### src/rtl/btn_pkg.sv
`timescale 1ns/1ps
package btn_pkg;

  typedef enum logic [1:0] {
    CH_IDLE = 2'd0,
    CH_HELD = 2'd1,
    CH_SCAN = 2'd2
  } chan_state_e;

  // Counter width able to hold the value lim (at least 1 bit)
  function automatic int unsigned cnt_width(int unsigned lim);
    int unsigned w;
    w = $clog2(lim + 1);
    return (w < 1) ? 1 : w;
  endfunction

  // True when a counter at value c reaches lim after this tick
  function automatic logic hits_limit(int unsigned c, int unsigned lim);
    return (c + 1) == lim;
  endfunction

endpackage

### src/rtl/btn_sync2.sv
`timescale 1ns/1ps
module btn_sync2 #(
  parameter logic RST_VAL = 1'b0
) (
  input  logic clk,
  input  logic rst_n,
  input  logic d,
  output logic q
);
  logic meta_q;

  always_ff @(posedge clk or negedge rst_n) begin
    if (!rst_n) begin
      meta_q <= RST_VAL;
      q      <= RST_VAL;
    end else begin
      meta_q <= d;
      q      <= meta_q;
    end
  end
endmodule

### src/rtl/btn_qual_chan.sv
`timescale 1ns/1ps
module btn_qual_chan
  import btn_pkg::*;
#(
  parameter int unsigned QUAL_TICKS   = 8,
  parameter int unsigned HOLD_TICKS   = 1000,
  parameter int unsigned REPEAT_TICKS = 140,
  parameter bit          AUTO_REPEAT  = 1'b1
) (
  input  logic clk,
  input  logic rst_n,
  input  logic tick,
  input  logic act,
  output logic step_o,
  output logic qual_o,
  output logic fire_o,
  output logic scan_o
);
  localparam int unsigned CNT_W = cnt_width(HOLD_TICKS);
  localparam int unsigned REP_W = cnt_width(REPEAT_TICKS);

  chan_state_e      state_q, state_d;
  logic [CNT_W-1:0] cnt_q, cnt_d;
  logic [REP_W-1:0] rep_q, rep_d;
  logic             fire;
  logic             scan_allow;

  generate
    if (AUTO_REPEAT) begin : g_scan
      assign scan_allow = 1'b1;
    end else begin : g_noscan
      assign scan_allow = 1'b0;
    end
  endgenerate

  always_comb begin
    state_d = state_q;
    cnt_d   = cnt_q;
    rep_d   = rep_q;
    fire    = 1'b0;
    if (!act) begin
      state_d = CH_IDLE;
      cnt_d   = '0;
      rep_d   = '0;
    end else if (tick) begin
      unique case (state_q)
        CH_IDLE: begin
          cnt_d = cnt_q + CNT_W'(1);
          if (hits_limit(32'(cnt_q), QUAL_TICKS)) begin
            state_d = CH_HELD;
            fire    = 1'b1;
          end
        end
        CH_HELD: begin
          if (scan_allow) begin
            cnt_d = cnt_q + CNT_W'(1);
            if (hits_limit(32'(cnt_q), HOLD_TICKS)) begin
              state_d = CH_SCAN;
              rep_d   = '0;
            end
          end
        end
        CH_SCAN: begin
          if (hits_limit(32'(rep_q), REPEAT_TICKS)) begin
            fire  = 1'b1;
            rep_d = '0;
          end else begin
            rep_d = rep_q + REP_W'(1);
          end
        end
        default: state_d = CH_IDLE;
      endcase
    end
  end

  always_ff @(posedge clk or negedge rst_n) begin
    if (!rst_n) begin
      state_q <= CH_IDLE;
      cnt_q   <= '0;
      rep_q   <= '0;
      step_o  <= 1'b0;
    end else begin
      state_q <= state_d;
      cnt_q   <= cnt_d;
      rep_q   <= rep_d;
      step_o  <= fire;
    end
  end

  assign qual_o = (state_q != CH_IDLE);
  assign scan_o = (state_q == CH_SCAN);
  assign fire_o = fire;
endmodule

### src/rtl/btn_step_ctrl.sv
`timescale 1ns/1ps
module btn_step_ctrl #(
  parameter int unsigned QUAL_TICKS   = 8,
  parameter int unsigned HOLD_TICKS   = 1000,
  parameter int unsigned REPEAT_TICKS = 140
) (
  input  logic clk,
  input  logic rst_n,
  input  logic tick,
  input  logic btn_up,
  input  logic btn_dn,
  input  logic store_n,
  output logic step_up,
  output logic step_dn,
  output logic store_req
);
  localparam int NDIR = 2;

  logic [NDIR-1:0] dir_raw, dir_act, dir_step, dir_qual, dir_fire, dir_scan;

  // Named internal events for the checker
  logic up_act, up_qual, dn_qual, store_act, store_qual;

  assign dir_raw = {btn_dn, btn_up};

  generate
    for (genvar d = 0; d < NDIR; d++) begin : g_dir
      btn_sync2 #(.RST_VAL(1'b0)) u_sync (
        .clk (clk),
        .rst_n (rst_n),
        .d (dir_raw[d]),
        .q (dir_act[d])
      );
      btn_qual_chan #(
        .QUAL_TICKS  (QUAL_TICKS),
        .HOLD_TICKS  (HOLD_TICKS),
        .REPEAT_TICKS(REPEAT_TICKS),
        .AUTO_REPEAT (1'b1)
      ) u_chan (
        .clk    (clk),
        .rst_n  (rst_n),
        .tick   (tick),
        .act    (dir_act[d]),
        .step_o (dir_step[d]),
        .qual_o (dir_qual[d]),
        .fire_o (dir_fire[d]),
        .scan_o (dir_scan[d])
      );
    end
  endgenerate

  logic store_sync, store_step, store_fire, store_scan;

  btn_sync2 #(.RST_VAL(1'b1)) u_store_sync (
    .clk (clk),
    .rst_n (rst_n),
    .d (store_n),
    .q (store_sync)
  );

  assign store_act = ~store_sync;

  btn_qual_chan #(
    .QUAL_TICKS  (QUAL_TICKS),
    .HOLD_TICKS  (QUAL_TICKS + 1),
    .REPEAT_TICKS(REPEAT_TICKS),
    .AUTO_REPEAT (1'b0)
  ) u_store_chan (
    .clk    (clk),
    .rst_n  (rst_n),
    .tick   (tick),
    .act    (store_act),
    .step_o (store_step),
    .qual_o (store_qual),
    .fire_o (store_fire),
    .scan_o (store_scan)
  );

  assign up_act  = dir_act[0];
  assign up_qual = dir_qual[0];
  assign dn_qual = dir_qual[1];

  // a qualified opposite channel blocks this channel's steps
  assign step_up   = dir_step[0] & ~dir_qual[1];
  assign step_dn   = dir_step[1] & ~dir_qual[0];
  assign store_req = store_step;
endmodule

### config.mk
export PLATFORM = sky130hd
export DESIGN_NAME = btn_step_ctrl
export DESIGN_NICKNAME = d
export VERILOG_FILES = /design/src/rtl/btn_pkg.sv /design/src/rtl/btn_sync2.sv /design/src/rtl/btn_qual_chan.sv /design/src/rtl/btn_step_ctrl.sv
export SDC_FILE = /design/constraint.sdc
export NUM_CORES = 1
export LEC_CHECK = 0
export BUFFER_PORTS_ARGS = -buffer_cell sky130_fd_sc_hd__buf_4
export CAP_MARGIN = 20
export CORE_MARGIN = 5
export CORE_UTILIZATION = 55
export DETAILED_ROUTE_END_ITERATION = 8
export PLACE_DENSITY = 0.72
export REMOVE_ABC_BUFFERS = 1
export SLEW_MARGIN = 20
export SYNTH_ARGS = -nofsm -noshare
export SYNTH_HDL_FRONTEND = slang
export SYNTH_SLANG_ARGS = --single-unit
export TNS_END_PERCENT = 5
### constraint.sdc
create_clock -name clk -period 3.86 [get_ports clk]
set_input_delay 0.193 -clock clk [delete_from_list [all_inputs] [get_ports clk]]
set_output_delay 0.193 -clock clk [all_outputs]
set_load 0.02 [all_outputs]
## After elaboration in Yosys (flattened, before gate mapping)

Cells that the tools add are included.

| operators by class | value |
|---|---|
| add/subtract/negate cells | 12 |
| equal/unequal tests | 28 |
| multiplexer cells | 52 |
| bitwise operators | 4 |
| reduce and logical (&&, ||, !) cells | 20 |

Operators with widths:

| kind | count |
|---|---|
| $eq A32 B4 Y1 const B | 3 |
| $eq A32 B8 Y1 const B | 3 |
| $mux W8 | 12 |
| $eq A32 B10 Y1 const B | 2 |
| $mux W10 | 6 |
| $pmux W8 S2 | 2 |
| $add A8 B1 Y9 const B | 3 |
| $add A8 B1 Y8 const B | 3 |
| $add A10 B1 Y11 const B | 2 |
| $mux W2 | 11 |
| $add A10 B1 Y10 const B | 2 |
| $ne A3 B2 Y1 const B | 5 |
| $mux W1 | 12 |
| $mux W4 | 3 |
| $ne A2 B2 Y1 const B | 6 |
| $pmux W2 S3 | 2 |
| $reduce_bool A2 Y1 | 5 |
| $reduce_and A3 Y1 | 3 |
| $reduce_and A2 Y1 | 4 |
| $reduce_and A4 Y1 | 2 |
| $eq A2 B1 Y1 const B | 3 |
| $eq A2 B2 Y1 const B | 3 |
| $logic_not A2 Y1 | 3 |
| $ne A3 B1 Y1 const B | 2 |
| 8 further kinds | 14 |

| storage, ports and cells | value |
|---|---|
| bits in registers | 63 |
| bits of input ports | 6 |
| output and inout bits | 3 |

## Depth between registers and ports, before layout

Gate-level depths: netlist of the first run.

| logic depth | value |
|---|---|
| word-level depth | 6 |
| gate-level depth with buffers | 9 |
| gate-level depth less buffers | 8 |

## By module

Synthesis of the first run repeated with hierarchy kept, for this count alone.

| unflattened totals | value |
|---|---|
| cell total of the unflattened synthesis | 372 |
| area, all modules | 3509.6 µm² |

Modules (own cells, without submodules):

| module | times used | cells an instance | area each (µm²) |
|---|---|---|---|
| btn_qual_chan (g_dir[0].u_chan ...) | 2 | 169 | 1511.4 |
| btn_qual_chan (u_store_chan) | 1 | 25 | 302.8 |
| btn_sync2 (g_dir[0].u_sync ...) | 2 | 2 | 50.0 |
| btn_sync2 (u_store_sync) | 1 | 2 | 52.6 |
| btn_step_ctrl | 1 | 3 | 31.3 |

## Worst setup path after synthesis of the first run

OpenSTA, ideal clock, no wires.

| timing | value |
|---|---|
| path type | register -> register |
| start | register g_dir[1].u_chan.cnt_q[3] |
| end | register g_dir[1].u_chan.rep_q[3] |
| library setup time | 77 ps |
| arrival | 2115 ps |
| data required time | 3783 ps |
| slack | 1668 ps |
| cell stages (with the launch flop) | 8 |
| buffers on the path | 0 |
| clock period less this slack | 2192 ps |
| cells stage by stage | dfrtp_1 -> or2_1 -> mux2i_1 -> or4b_4 -> o41a_1 -> nand2b_4 -> or3_1 -> o21ai_1 |

| on the way | value |
|---|---|
| word-level cells in the longest chain between the ends | 4 |

RTL lines:

| item | line | source |
|---|---|---|
| start, declared | btn_qual_chan.sv:23 | `logic [CNT_W-1:0] cnt_q, cnt_d;` |
| start signal, assigned | btn_qual_chan.sv:84 | `cnt_q <= cnt_d;` |
| $add A10 B1 Y11 | btn_pkg.sv:19 | `return (c + 1) == lim;` |
| $eq A32 B10 Y1 | btn_pkg.sv:19 |  |
| $ne A3 B2 Y1 (no line) | -- |  |
| $reduce_and A3 Y1 (no line) | -- |  |
| end signal, assigned | btn_qual_chan.sv:85 | `rep_q <= rep_d;` |
| end, declared | btn_qual_chan.sv:24 | `logic [REP_W-1:0] rep_q, rep_d;` |

No other way between the ends.
A chain may end at the register's enable or synchronous reset.

## Worst setup path after layout of the first run

| timing | value |
|---|---|
| start | register g_dir[0].u_chan.cnt_q[0] |
| end | register g_dir[0].u_chan.rep_q[7] |

| on the way | value |
|---|---|
| word-level cells in the longest chain between the ends | 4 |

RTL lines:

| item | line |
|---|---|
| start, declared | btn_qual_chan.sv:23 |
| start signal, assigned | btn_qual_chan.sv:84 |
| $add A10 B1 Y11 | btn_pkg.sv:19 |
| $eq A32 B10 Y1 | btn_pkg.sv:19 |
| $ne A3 B2 Y1 (no line) | -- |
| $reduce_and A3 Y1 (no line) | -- |
| end signal, assigned | btn_qual_chan.sv:85 |
| end, declared | btn_qual_chan.sv:24 |

No other way between the ends.

==> results summary, run 1 <==
The clock network accounts for 33.9% of the total power. Setup repair after global routing left no endpoint under its margin. The async set-or-reset flop fraction in the synthesized netlist is 100%. In this run, CTS created clock tree buffers numbering 5. The wire length of the first global-routing pass is 10300 microns. The weighted congestion reported at the end of routability-driven placement is 0.859.

The number of nets with antenna violations after routing came out at 0. The switching fraction of total power is 23.4%. Summed over all failing endpoints, the final setup total negative slack is 0 ps.

The distinct cell type count of the synthesized netlist came out at 47. The total via count in the routed design is 2393. The worst path arrival time is 2820 ps. The combined global-route utilization of all metal layers is 17.4%. The length of the first detailed-routing pass in iterations is 4. The number of pins exceeding their max-slew limit in the final report came out at 0. VDD sags by at most 0.000206 V. The initial antenna violation count is 0.

The synthesized design contains 0 enable-type register cells. The worst hold path class is in -> reg. The worst endpoint required time is 4070 ps.

The core outline area is 0.00541 sq mm. TritonCTS built the clock tree. The worst pin sits at a relative slew slack of 50.9%. The power density over the cells is 298 mW/mm^2.

The clock sink count is 54. The cell type contributing the most total cell area after synthesis is dfrtp_1. The die covers 0.00704 sq mm. Clock latency on the worst-skew pair, taken at its later pin, is 310 ps. The relative area change from synthesis to final layout is 7.87%. Combinational cells account for 5.5% of the total power. The register clock-pin slew on the reported worst setup and hold paths is 90 ps. In the final design database the tool counted 357 nets.

The final hold violation count is 0. The overall die width came out at 83.9 microns. The net switching power of the design came out at 226 uW. The largest net degree at the start of global routing came out at 55. The fmax came out at 383 MHz. The final routed wire length divided by cell count came out at 13.9 microns. The effective utilization at floorplan is 55.6%. The routed via count divided by cell count is 5.74. The number of antenna diodes in the final layout is 0. After detailed routing, the number of remaining DRC violations is 0. The worst path needs 2610 ps of the cycle, external delays included. The part of the total power dissipated in sequential elements came out at 60.6%. The highest fanout seen on the critical path came out at 11.

By area the synthesized netlist is led by dfrtp_1 (43%), nor2_1 (5.1%), nand2_1 (4.9%). The via count of the first global-routing pass came out at 2312. The internal portion of the total power is 740 uW. The share of the core filled with cells came out at 60.0%. The synthesized area divided by synthesized cell count is 8.94 sq um. The count of routing violations after the opening detailed-route iteration is 122.

Buffers placed on the I/O ports in this run total 8. Synthesis produced a netlist whose cell count is 336. The area share of the largest cell type after synthesis came out at 43.3%. For the pin with the worst max-slew slack, the measured transition is 733 ps. The total wirelength of the detailed-routed design is 5780 microns. In the finished design, the share of the clock period the worst path needs comes to 67.6%. In this run the core area contains 27 standard-cell rows. The flow ran to the end, and the final reports show no timing, DRC or antenna violations. In this run the vertical extent of the chip is 83.9 microns.

The final count of negative-setup-slack endpoints is 0. The analysis attributes to cell leakage a power of 1.40 nW. Counting flops and latches in the post-synthesis netlist gives 54. The area of the mapped netlist is 0.00301 sq mm. The worst setup path is launched from a register. The critical path in this run is classified as reg -> reg. The H-tree depth came out at 2.

STA classifies the critical path endpoint as a register. The longest clock path from root to sink contains 2 buffers. The most used flip-flop cell after synthesis is dfrtp_1.

The fraction of layout instances using a drive strength above 1 came out at 6.09%. The count of yosys warnings during synthesis is 0. The top-level I/O count is 9.

The half-perimeter wire length after detailed placement came out at 3930 microns. The root buffer cell chosen for the clock tree is clkbuf_8. Of the synthesized area, sequential elements account for 45.0%. The total overflow left after global routing is 0.

Across the run, the number of max-cap violations was 0. The largest clock skew in the final design is 8.68 ps.
==> through the flow <==
step                hold slack, ps  setup slack, ps  cells  instance area (sq um)  power, mW
detailed placement             289             1350    405                   3110      0.647
global route                   205              940    417                   3240       1.01
global placement               276             1420    405                   3110      0.645
CTS                            204             1250    417                   3240      0.976
finish                         212             1250    417                   3240      0.966
floorplan                     -103             1520    325                   2960      0.621
==> what timing repair did <==
action	in CTS	in global routing
buffers inserted	0	0
hold buffers	4	0
endpoints found under the hold margin	55	0
resized for setup	0	0
==> sequential cells by signal, summed over array words and instances, names as in the netlist <==
signal / flops
g_dir.u_sync.meta_q: 2
u_store_chan.cnt_q: 4
g_dir.u_chan.state_q: 4
u_store_sync.meta_q: 1
g_dir.u_chan.step_o: 2
u_store_chan.step_o: 1
g_dir.u_sync.q: 2
u_store_chan.state_q: 1
u_store_sync.q: 1
g_dir.u_chan.rep_q: 16
g_dir.u_chan.cnt_q: 20
==> kinds of logic (layout without fill, tap and decap cells) <==
| family | after synthesis | after routing | share of synthesized area (%) |
|---|---|---|---|
| AOI/OAI and AO/OA | 56 | 56 | 11.6 |
| xor gates and xnor gates | 27 | 27 | 7.87 |
| buffers and inverters | 21 | 30 | 2.75 |
| muxes | 3 | 3 | 0.999 |
| DFF | 54 | 54 | 45.0 |
| and+or+nand+nor | 168 | 168 | 28.9 |
| adders and majority gates | 7 | 7 | 2.91 |
==> path summary, 6_finish.rpt <==
check                                         start                          to  slack [ps]  cells past startpoint
max reg2reg                g_dir[0].u_chan.cnt_q[0]    g_dir[0].u_chan.rep_q[7]        1250                      8
min reg2reg                     u_store_sync.meta_q              u_store_sync.q         370                      0
max in group asynchronous                     rst_n    g_dir[1].u_chan.cnt_q[1]        2940                      2
max                        g_dir[0].u_chan.cnt_q[0]    g_dir[0].u_chan.rep_q[7]        1250                      8
min in group asynchronous                     rst_n       u_store_chan.cnt_q[0]         470                      2
min                                            tick  g_dir[0].u_chan.state_q[0]         210                      2
==> power groups by stage <==
| stage | clock, mW | sequential (mW) | combinational (mW) |
|---|---|---|---|
| after global routing | 0.362 | 0.588 | 0.0612 |
| after CTS | 0.337 | 0.586 | 0.0541 |
| after global placement | 0 | 0.596 | 0.0493 |
| final | 0.327 | 0.586 | 0.0532 |
| after floorplan | 0 | 0.595 | 0.0268 |
| after detailed placement | 0 | 0.597 | 0.0505 |
==> cell usage in the layout, fill, tap and decap left out, types with 5 or more instances in the layout <==
cell type / count
a21oi_1: 10
and3_1: 8
buf_4: 8
clkbuf_8: 6
dfrtp_1: 52
ha_1: 7
inv_1: 10
nand2_1: 39
nand2b_1: 8
nand3_1: 21
nand4_1: 12
nor2_1: 41
nor2b_1: 5
nor3_1: 8
o21ai_0: 20
o22ai_1: 5
xnor2_1: 11
xor2_1: 16
==> layer usage <==
layer / global-route usage, % / up-vias / wire length (microns)
li1: - / 1203 / -
met1: 23.0 / 1140 / 2750
met2: 29.1 / 40 / 2750
met3: 3.95 / 10 / 210
met4: 4.24 / 0 / 70
met5: 0 / - / 0
==> cell type report <==
cell class                      instances  area (sq um)
Clock buffer                            7          86.3
Clock inverter                          1          5.00
Fill cell                             497          2160
Inverter                               10          37.5
Multi-Input combinational cell        261          1570
Sequential cell                        54          1350
Tap cell                               72          90.1
Timing Repair Buffer                   12           100
==> critical path: stages (launching register included) <==
cell and delay, ps:
dfrtp_1 450, ha_1 210, nand2_1 200, nor3_1 360
o22ai_1 170, nor4_4 200, a31oi_1 310, nand2b_1 300
o41ai_1 310
==> Yosys cell counts (2+ instances only) <==
cell	count
or3_1	3
xor2_1	16
o21ai_0	20
o21a_1	2
nor4b_1	2
a31oi_1	4
ha_1	7
nand2b_1	8
dfrtp_1	52
nand3b_1	2
a21oi_1	10
dfstp_2	2
nor3b_1	3
clkbuf_1	8
nor4_1	4
nor2_1	41
nand2_1	39
nor2b_1	5
nand3_1	21
xnor2_1	11
nand4_1	12
inv_1	10
nor3_1	8
or4_1	2
and3_1	8
a21o_1	2
and2_1	3
o22ai_1	5
mux2i_1	3
buf_2	3
a32oi_1	3
o41ai_1	2
No activity file was read; power rests on OpenSTA's default activity.
==> inputs of run 2 (changes only) <==
- clock period: 3.86 -> 2.58 ns (I/O delays scaled with it)
==> run 2 against run 1 <==
Sequential power up 49%; sequential share of layout area down 0.76 points; cell area increased by 1.9%; critical path depth unchanged; via count fell by 0.21%.
==> results summary, run 2 (synthesis gave the netlist of run 1 again) <==
Counting along the longest clock path gives a buffer depth of 2. The worst hold path class is in -> reg. After filler insertion, the fill cell instance count of the layout stands at 474. TritonCTS built the clock tree.

The clock root buffer is clkbuf_8. The worst endpoint required time came out at 2820 ps. The number of port buffers is 8. Leaving out fill and tap cells, the most frequent cell in the layout is dfrtp_1.

The share of the core filled with cells came out at 61.1%. In the finished design, the share of the clock period the worst path needs comes to 91.3%. The largest net degree at the start of global routing came out at 55. The logic depth of the worst register-to-register path is 8. After detailed placement, the design holds a cell count of 409. The area used by sequential logic in the layout is 0.00135 sq mm. For the pin with the worst max-slew slack, the measured transition is 666 ps. The worst path arrival time is 2600 ps. The number of pins exceeding their max-slew limit in the final report came to 0. The highest fanout seen on the critical path is 10. The worst hold path was traced through 2 stages. The final count of negative-setup-slack endpoints came out at 0. The first global-routing pass estimated 10000 microns of wire.

The sort of element at the end of the critical path is a register. The via count of the first global-routing pass came out at 2248. The register clock-pin slew on the reported worst setup and hold paths is 90 ps. For this run, design rule violations remaining after detail routing come to 0. The half-perimeter wire length after detailed placement came out at 3920 microns. 9 I/O pins were placed. The number of nets with antenna violations after routing came out at 0.

The setup TNS came out at 0 ps. The number of post-CTS setup repair buffers is 0. Ranked by flip-flop count, first place goes to g_dir.u_chan.cnt_q. The die outline area is 0.00704 sq mm.

The largest clock skew in the final design came out at 6.65 ps. The flow ran to the end, and the final reports show no timing, DRC or antenna violations. The net count reported at finish is 361. Compared with the post-synthesis result, the final layout area differs by 9.87%. The peak supply drop is 0.000493 V.

The routed via count divided by cell count is 5.67. The leakage power summed over all cells is 1.42 nW. The combined global-route utilization of all metal layers is 16.7%.

The initial antenna violation count is 0. In this run, the combinational gates consume 5.3% of the power. The final hold violation count was 0. The count of cells in the finished layout, fillers not included, comes to 421. In this run the power density over the cells is 459 mW/mm^2. The worst max-slew margin expressed relative to the limit came out at 55.6%. CTS built an H-tree with a depth of 2.

The fraction of layout instances using a drive strength above 1 came out at 7.74%. The part of the total power dissipated in sequential elements came out at 57.8%. The internal power of the cells is 1.18 mW. Row generation in the floorplan step produced 27 rows. Setup repair after global routing left no endpoint under its margin. The final routed wire length divided by cell count came out at 13.2 microns.

The clock drives 54 sinks. The effective utilization at floorplan is 55.6%. The die extent in y came out at 83.9 microns. The global route total overflow is 0. The number of diodes added for antenna fixing is 0. Measured along the x axis, the die boundary spans 83.9 microns. The total via count in the routed design came out at 2388.

The startpoint kind of the worst setup timing path is a register. In this run switching power makes up 22.0% of total power. The length of the first detailed-routing pass in iterations came out at 6. At the later pin of the worst-skew pair, clock insertion delay measures 300 ps. The core outline area came out at 0.00541 sq mm.

In the layout the commonest cells are dfrtp_1 (52), nor2_1 (41), nand2_1 (39). The fmax came out at 424 MHz. For this design the total switching power over the nets is 334 uW.

The worst setup path is of the reg -> reg kind. The largest registers in the layout are g_dir.u_chan.cnt_q x20, g_dir.u_chan.rep_q x16. The number of flip-flops under the largest register name is 20. The total wirelength of the detailed-routed design came out at 5560 microns. The worst path in the final design needs a cycle of 2360 ps, including I/O delays and setup.

The weighted congestion reported at the end of routability-driven placement came out at 0.826. The worst setup slack after layout is 224 ps. The clock network power share came out at 36.9%. Across the run, the number of max-cap violations was 0. The total clock buffers created by CTS came out at 5.

The count of routing violations after the opening detailed-route iteration came out at 169. Prior to clock tree synthesis, the placed netlist has a worst setup slack of 205 ps. The area taken by multi-input logic gates came out at 0.00158 sq mm.
## run 2: what timing repair did
item / 4_1_cts / 5_1_grt
endpoints found under the hold margin: 55 / 0
hold buffers: 4 / 0
resized for setup: 0 / 2
endpoints found under the setup margin: 0 / 2
## run 2: area by class of cell
class	instances	share of cell area (%)
inverter	10	1.14
clock buffer	6	2.20
sequential	54	41.0
clock inverter	2	1.14
multi-input combinational	261	47.9
timing repair buffer	16	3.94
tap	72	2.73
## run 2: critical path: stages, from the launching register on
cell and delay (ps):
dfrtp_1 440, or2_1 240, mux2i_1 160, or4b_4 490, o41a_1 400, buf_4 180, nor3_2 160, a21o_1 110
a22o_1 120
## run 2: power groups by stage
stage	Sequential (mW)	Clock, mW	Combinational (mW)
2_1_floorplan	0.889	0	0.0402
3_3_place_gp	0.892	0	0.0758
3_5_place_dp	0.893	0	0.0771
4_1_cts	0.876	0.578	0.0825
5_1_grt	0.879	0.612	0.0933
6_report	0.876	0.558	0.0806
## run 2: per-layer routing
| metal | GRT usage, % | up-vias | share of wire [%] |
|---|---|---|---|
| li1 | - | 1210 | - |
| met1 | 22.6 | 1137 | 49 |
| met2 | 27.4 | 39 | 47 |
| met3 | 3.26 | 2 | 3.3 |
| met4 | 4.39 | 0 | 0.63 |
| met5 | 0 | - | 0 |
## run 2: worst paths after layout
check	from	endpoint	slack, ps
max	g_dir[1].u_chan.cnt_q[3]	g_dir[1].u_chan.rep_q[7]	220
min	tick	g_dir[0].u_chan.state_q[0]	150
max reg2reg	g_dir[1].u_chan.cnt_q[3]	g_dir[1].u_chan.rep_q[7]	220
min reg2reg	u_store_sync.meta_q	u_store_sync.q	360
max in group asynchronous	rst_n	g_dir[0].u_chan.cnt_q[3]	1730
min in group asynchronous	rst_n	g_dir[1].u_chan.rep_q[7]	410
## run 2: stage by stage
step | total power [mW] | hold slack [ps] | area, sq um
finish | 1.51 | 148 | 3300
global route | 1.58 | 145 | 3300
CTS | 1.54 | 146 | 3290
detailed placement | 0.970 | 217 | 3140
global placement | 0.968 | 210 | 3140
floorplan | 0.930 | -167 | 2960
==> inputs of run 3 (changes only) <==
- CORE_UTILIZATION: 55 -> 62
- PLACE_DENSITY: 0.72 -> 0.79
- SLEW_MARGIN: 20 -> not set
==> run 3 against run 2 <==
Critical endpoint unchanged; final cell count fell by 1.7%; register-to-register slack barely moved; clock power rose by 22%; sequential power barely moved; critical path type unchanged; flip-flop and latch count did not move; first-iteration DRC count fell by 32%; die area fell by 10%; clock-buffer cell count did not move; routed wire length rose by 2.8%; critical path depth did not move.
==> results summary, run 3 (synthesis gave the netlist of run 1 again) <==
The number of diodes added for antenna fixing came out at 0. The final hold violation count is 0. Total power for the finished layout comes to 1.64 mW. Setup repair after global routing left no endpoint under its margin.

In this run the worst path has a maximum fanout of 10. Derived from the worst setup path, the maximum achievable clock frequency is 426 MHz. After global routing, the most crowded layer is met2. The later-pin clock latency in the skew report is 300 ps. Routability-driven placement finished with a final weighted congestion of 0.856.

The routed via count divided by cell count is 5.80. The placement row count is 25. Between clock sinks in the finished design, the worst skew comes to 5.51 ps.

The worst setup path is launched from a register. TritonCTS built the clock tree. Summed over all nets, the half-perimeter wirelength after detailed placement is 3900 microns. In the final layout, the registers with the most flip-flops are g_dir.u_chan.cnt_q x20, g_dir.u_chan.rep_q x16. The register clock-pin slew on the reported worst setup and hold paths came out at 90 ps. The setup TNS is 0 ps. The relative area change from synthesis to final layout came out at 10.0%. The sort of element at the end of the critical path is a register. Buffers added to address setup during post-CTS repair amount to 0. The count of max-cap constraint violations came out at 0. After detailed routing, the number of remaining DRC violations is 0. The total via count in the routed design came out at 2401.

STA puts the critical path data required time at 2830 ps. Leaving out fill and tap cells, the most frequent cell in the layout is dfrtp_1. The fraction of layout instances using a drive strength above 1 is 7.20%. CTS placed an instance of clkbuf_8 at the clock tree root. The die extent in y came out at 79.6 microns. Among all stages on the critical path, the largest delay is contributed by or4b_4.

The combined global-route utilization of all metal layers came out at 20.3%. Entering global routing, the biggest net connects 55 pins. The worst max-slew margin expressed relative to the limit is 54.3%. The count of routing violations after the opening detailed-route iteration came out at 115. The via count of the first global-routing pass came to 2352. The count of buffers added on input and output ports is 8. The die outline area came out at 0.00634 sq mm. The core region is 0.00472 sq mm. The peak supply drop is 0.000505 V.

The register with the most flip-flops in the layout has 20 of them. The met1 track utilization from global routing is 27.3%. The net count reported at finish came out at 359.

The worst hold path class is in -> reg. The first detailed-routing pass ran for 4 iterations. The H-tree was split into 2 levels. The number of pins exceeding their max-slew limit in the final report is 0. The final routed wire length divided by cell count came out at 13.8 microns. The run finished with clean final reports. The leakage power summed over all cells came out at 1.43 nW. The wire length of the first global-routing pass is 10400 microns.

The worst setup path is of the reg -> reg kind. The delay contributed by the slowest stage of the critical path came out at 560 ps. Counting the fill cells in the layout gives 390. The clock passes through at most 2 buffers. The pin slew with the least headroom to its limit came out at 683 ps.

For the finished layout, the period the worst path requires is 2350 ps. The clock sink count came out at 54. The final worst-path cycle share came out at 90.9%. The overall die width is 79.6 microns. Once the floorplan was initialized, standard cells occupied 63.6% of the core.

The top-level I/O count is 9. The total clock buffers created by CTS is 5. Global routing consumed, on the met3 layer, 3.61% of the routing resources. The worst path arrival time came out at 2590 ps. The power density over the cells is 496 mW/mm^2. The global route total overflow is 0.

The number of nets with antenna violations after routing came out at 0. The total wirelength of the detailed-routed design is 5710 microns. The critical path goes through ha_1 > nand2_1 > or4b_4 > o41a_1 > buf_4 > nor3_2 > a21o_1 > a22o_1. The fraction of met2 tracks used by global routing is 32.5%. The register with the most flip-flops in the final layout is g_dir.u_chan.cnt_q. The final count of negative-setup-slack endpoints is 0.

The library cells used most frequently in the layout, excluding fill and tap cells, are dfrtp_1 (52), nor2_1 (41), nand2_1 (39). The initial antenna violation count was 0.
run 3: cell count changes in the layout (fill, tap and decap cells not counted):
cell | previous run | this run
a31oi_2 | 1 | 0
bufinv_16 | 1 | 2
clkbuf_8 | 5 | 6
clkbuf_1 | 1 | 0
a31oi_1 | 3 | 4
clkinvlp_4 | 1 | 0
buf_4 | 12 | 10
run 3: repair_timing:
item                                    in CTS  in global routing
hold buffers                                 4                  0
endpoints found under the setup margin       0                  1
hold endpoints to repair                    55                  0
resized for setup                            0                  1
run 3: stage by stage:
| step | area (sq um) | cells | hold slack, ps | utilization (%) | setup WS [ps] |
|---|---|---|---|---|---|
| 6_report | 3310 | 414 | 132 | 70.0 | 234 |
| 5_1_grt | 3310 | 414 | 135 | 70.0 | 34.2 |
| 4_1_cts | 3300 | 414 | 118 | 69.9 | 209 |
| 3_5_place_dp | 3120 | 402 | 205 | 66.0 | 261 |
| 3_3_place_gp | 3120 | 402 | 205 | 66.0 | 327 |
| 2_1_floorplan | 2960 | 325 | -167 | - | 240 |
run 3: final timing paths:
path | startpoint | end | slack, ps | cells after the start
min in group asynchronous | rst_n | u_store_chan.cnt_q[2] | 390 | 2
hold / removal | tick | g_dir[0].u_chan.state_q[0] | 130 | 2
max in group asynchronous | rst_n | g_dir[0].u_sync.meta_q | 1740 | 2
setup reg to reg | g_dir[1].u_chan.cnt_q[0] | g_dir[1].u_chan.rep_q[7] | 230 | 8
setup / recovery | g_dir[1].u_chan.cnt_q[0] | g_dir[1].u_chan.rep_q[7] | 230 | 8
hold reg to reg | g_dir[0].u_sync.meta_q | g_dir[0].u_sync.q | 360 | 0
run 3: final cells by class:
class | instances | area, sq um | area share [%]
multi-input combinational | 261 | 1570 | 47.6
timing repair buffer | 14 | 115 | 3.48
clock inverter | 2 | 60.1 | 1.82
clock buffer | 6 | 82.6 | 2.50
tap | 67 | 83.8 | 2.53
inverter | 10 | 37.5 | 1.14
sequential | 54 | 1350 | 40.9
run 3: report_power, final:
| group | total [mW] | switching, mW | internal (mW) | leakage [nW] |
|---|---|---|---|---|
| combinational | 0.0800 | 0.0503 | 0.0297 | 0.627 |
| sequential | 0.876 | 0.0150 | 0.861 | 0.734 |
| clock | 0.683 | 0.269 | 0.414 | 0.0714 |
| total | 1.64 | 0.334 | 1.30 | 1.43 |
run 3: worst max-delay path, delay by kind of cell (launching register included):
family	cells	cell delay [ps]
buf+inv	1	180
compound gates	3	610
fa+ha+maj	1	260
flops	1	420
simple gates	3	810
run 3: metal layers:
layer / routed length [microns] / share of wire, %
met2: 2620 / 46
met5: 0 / 0
met3: 165 / 2.9
met4: 101 / 1.8
met1: 2820 / 49
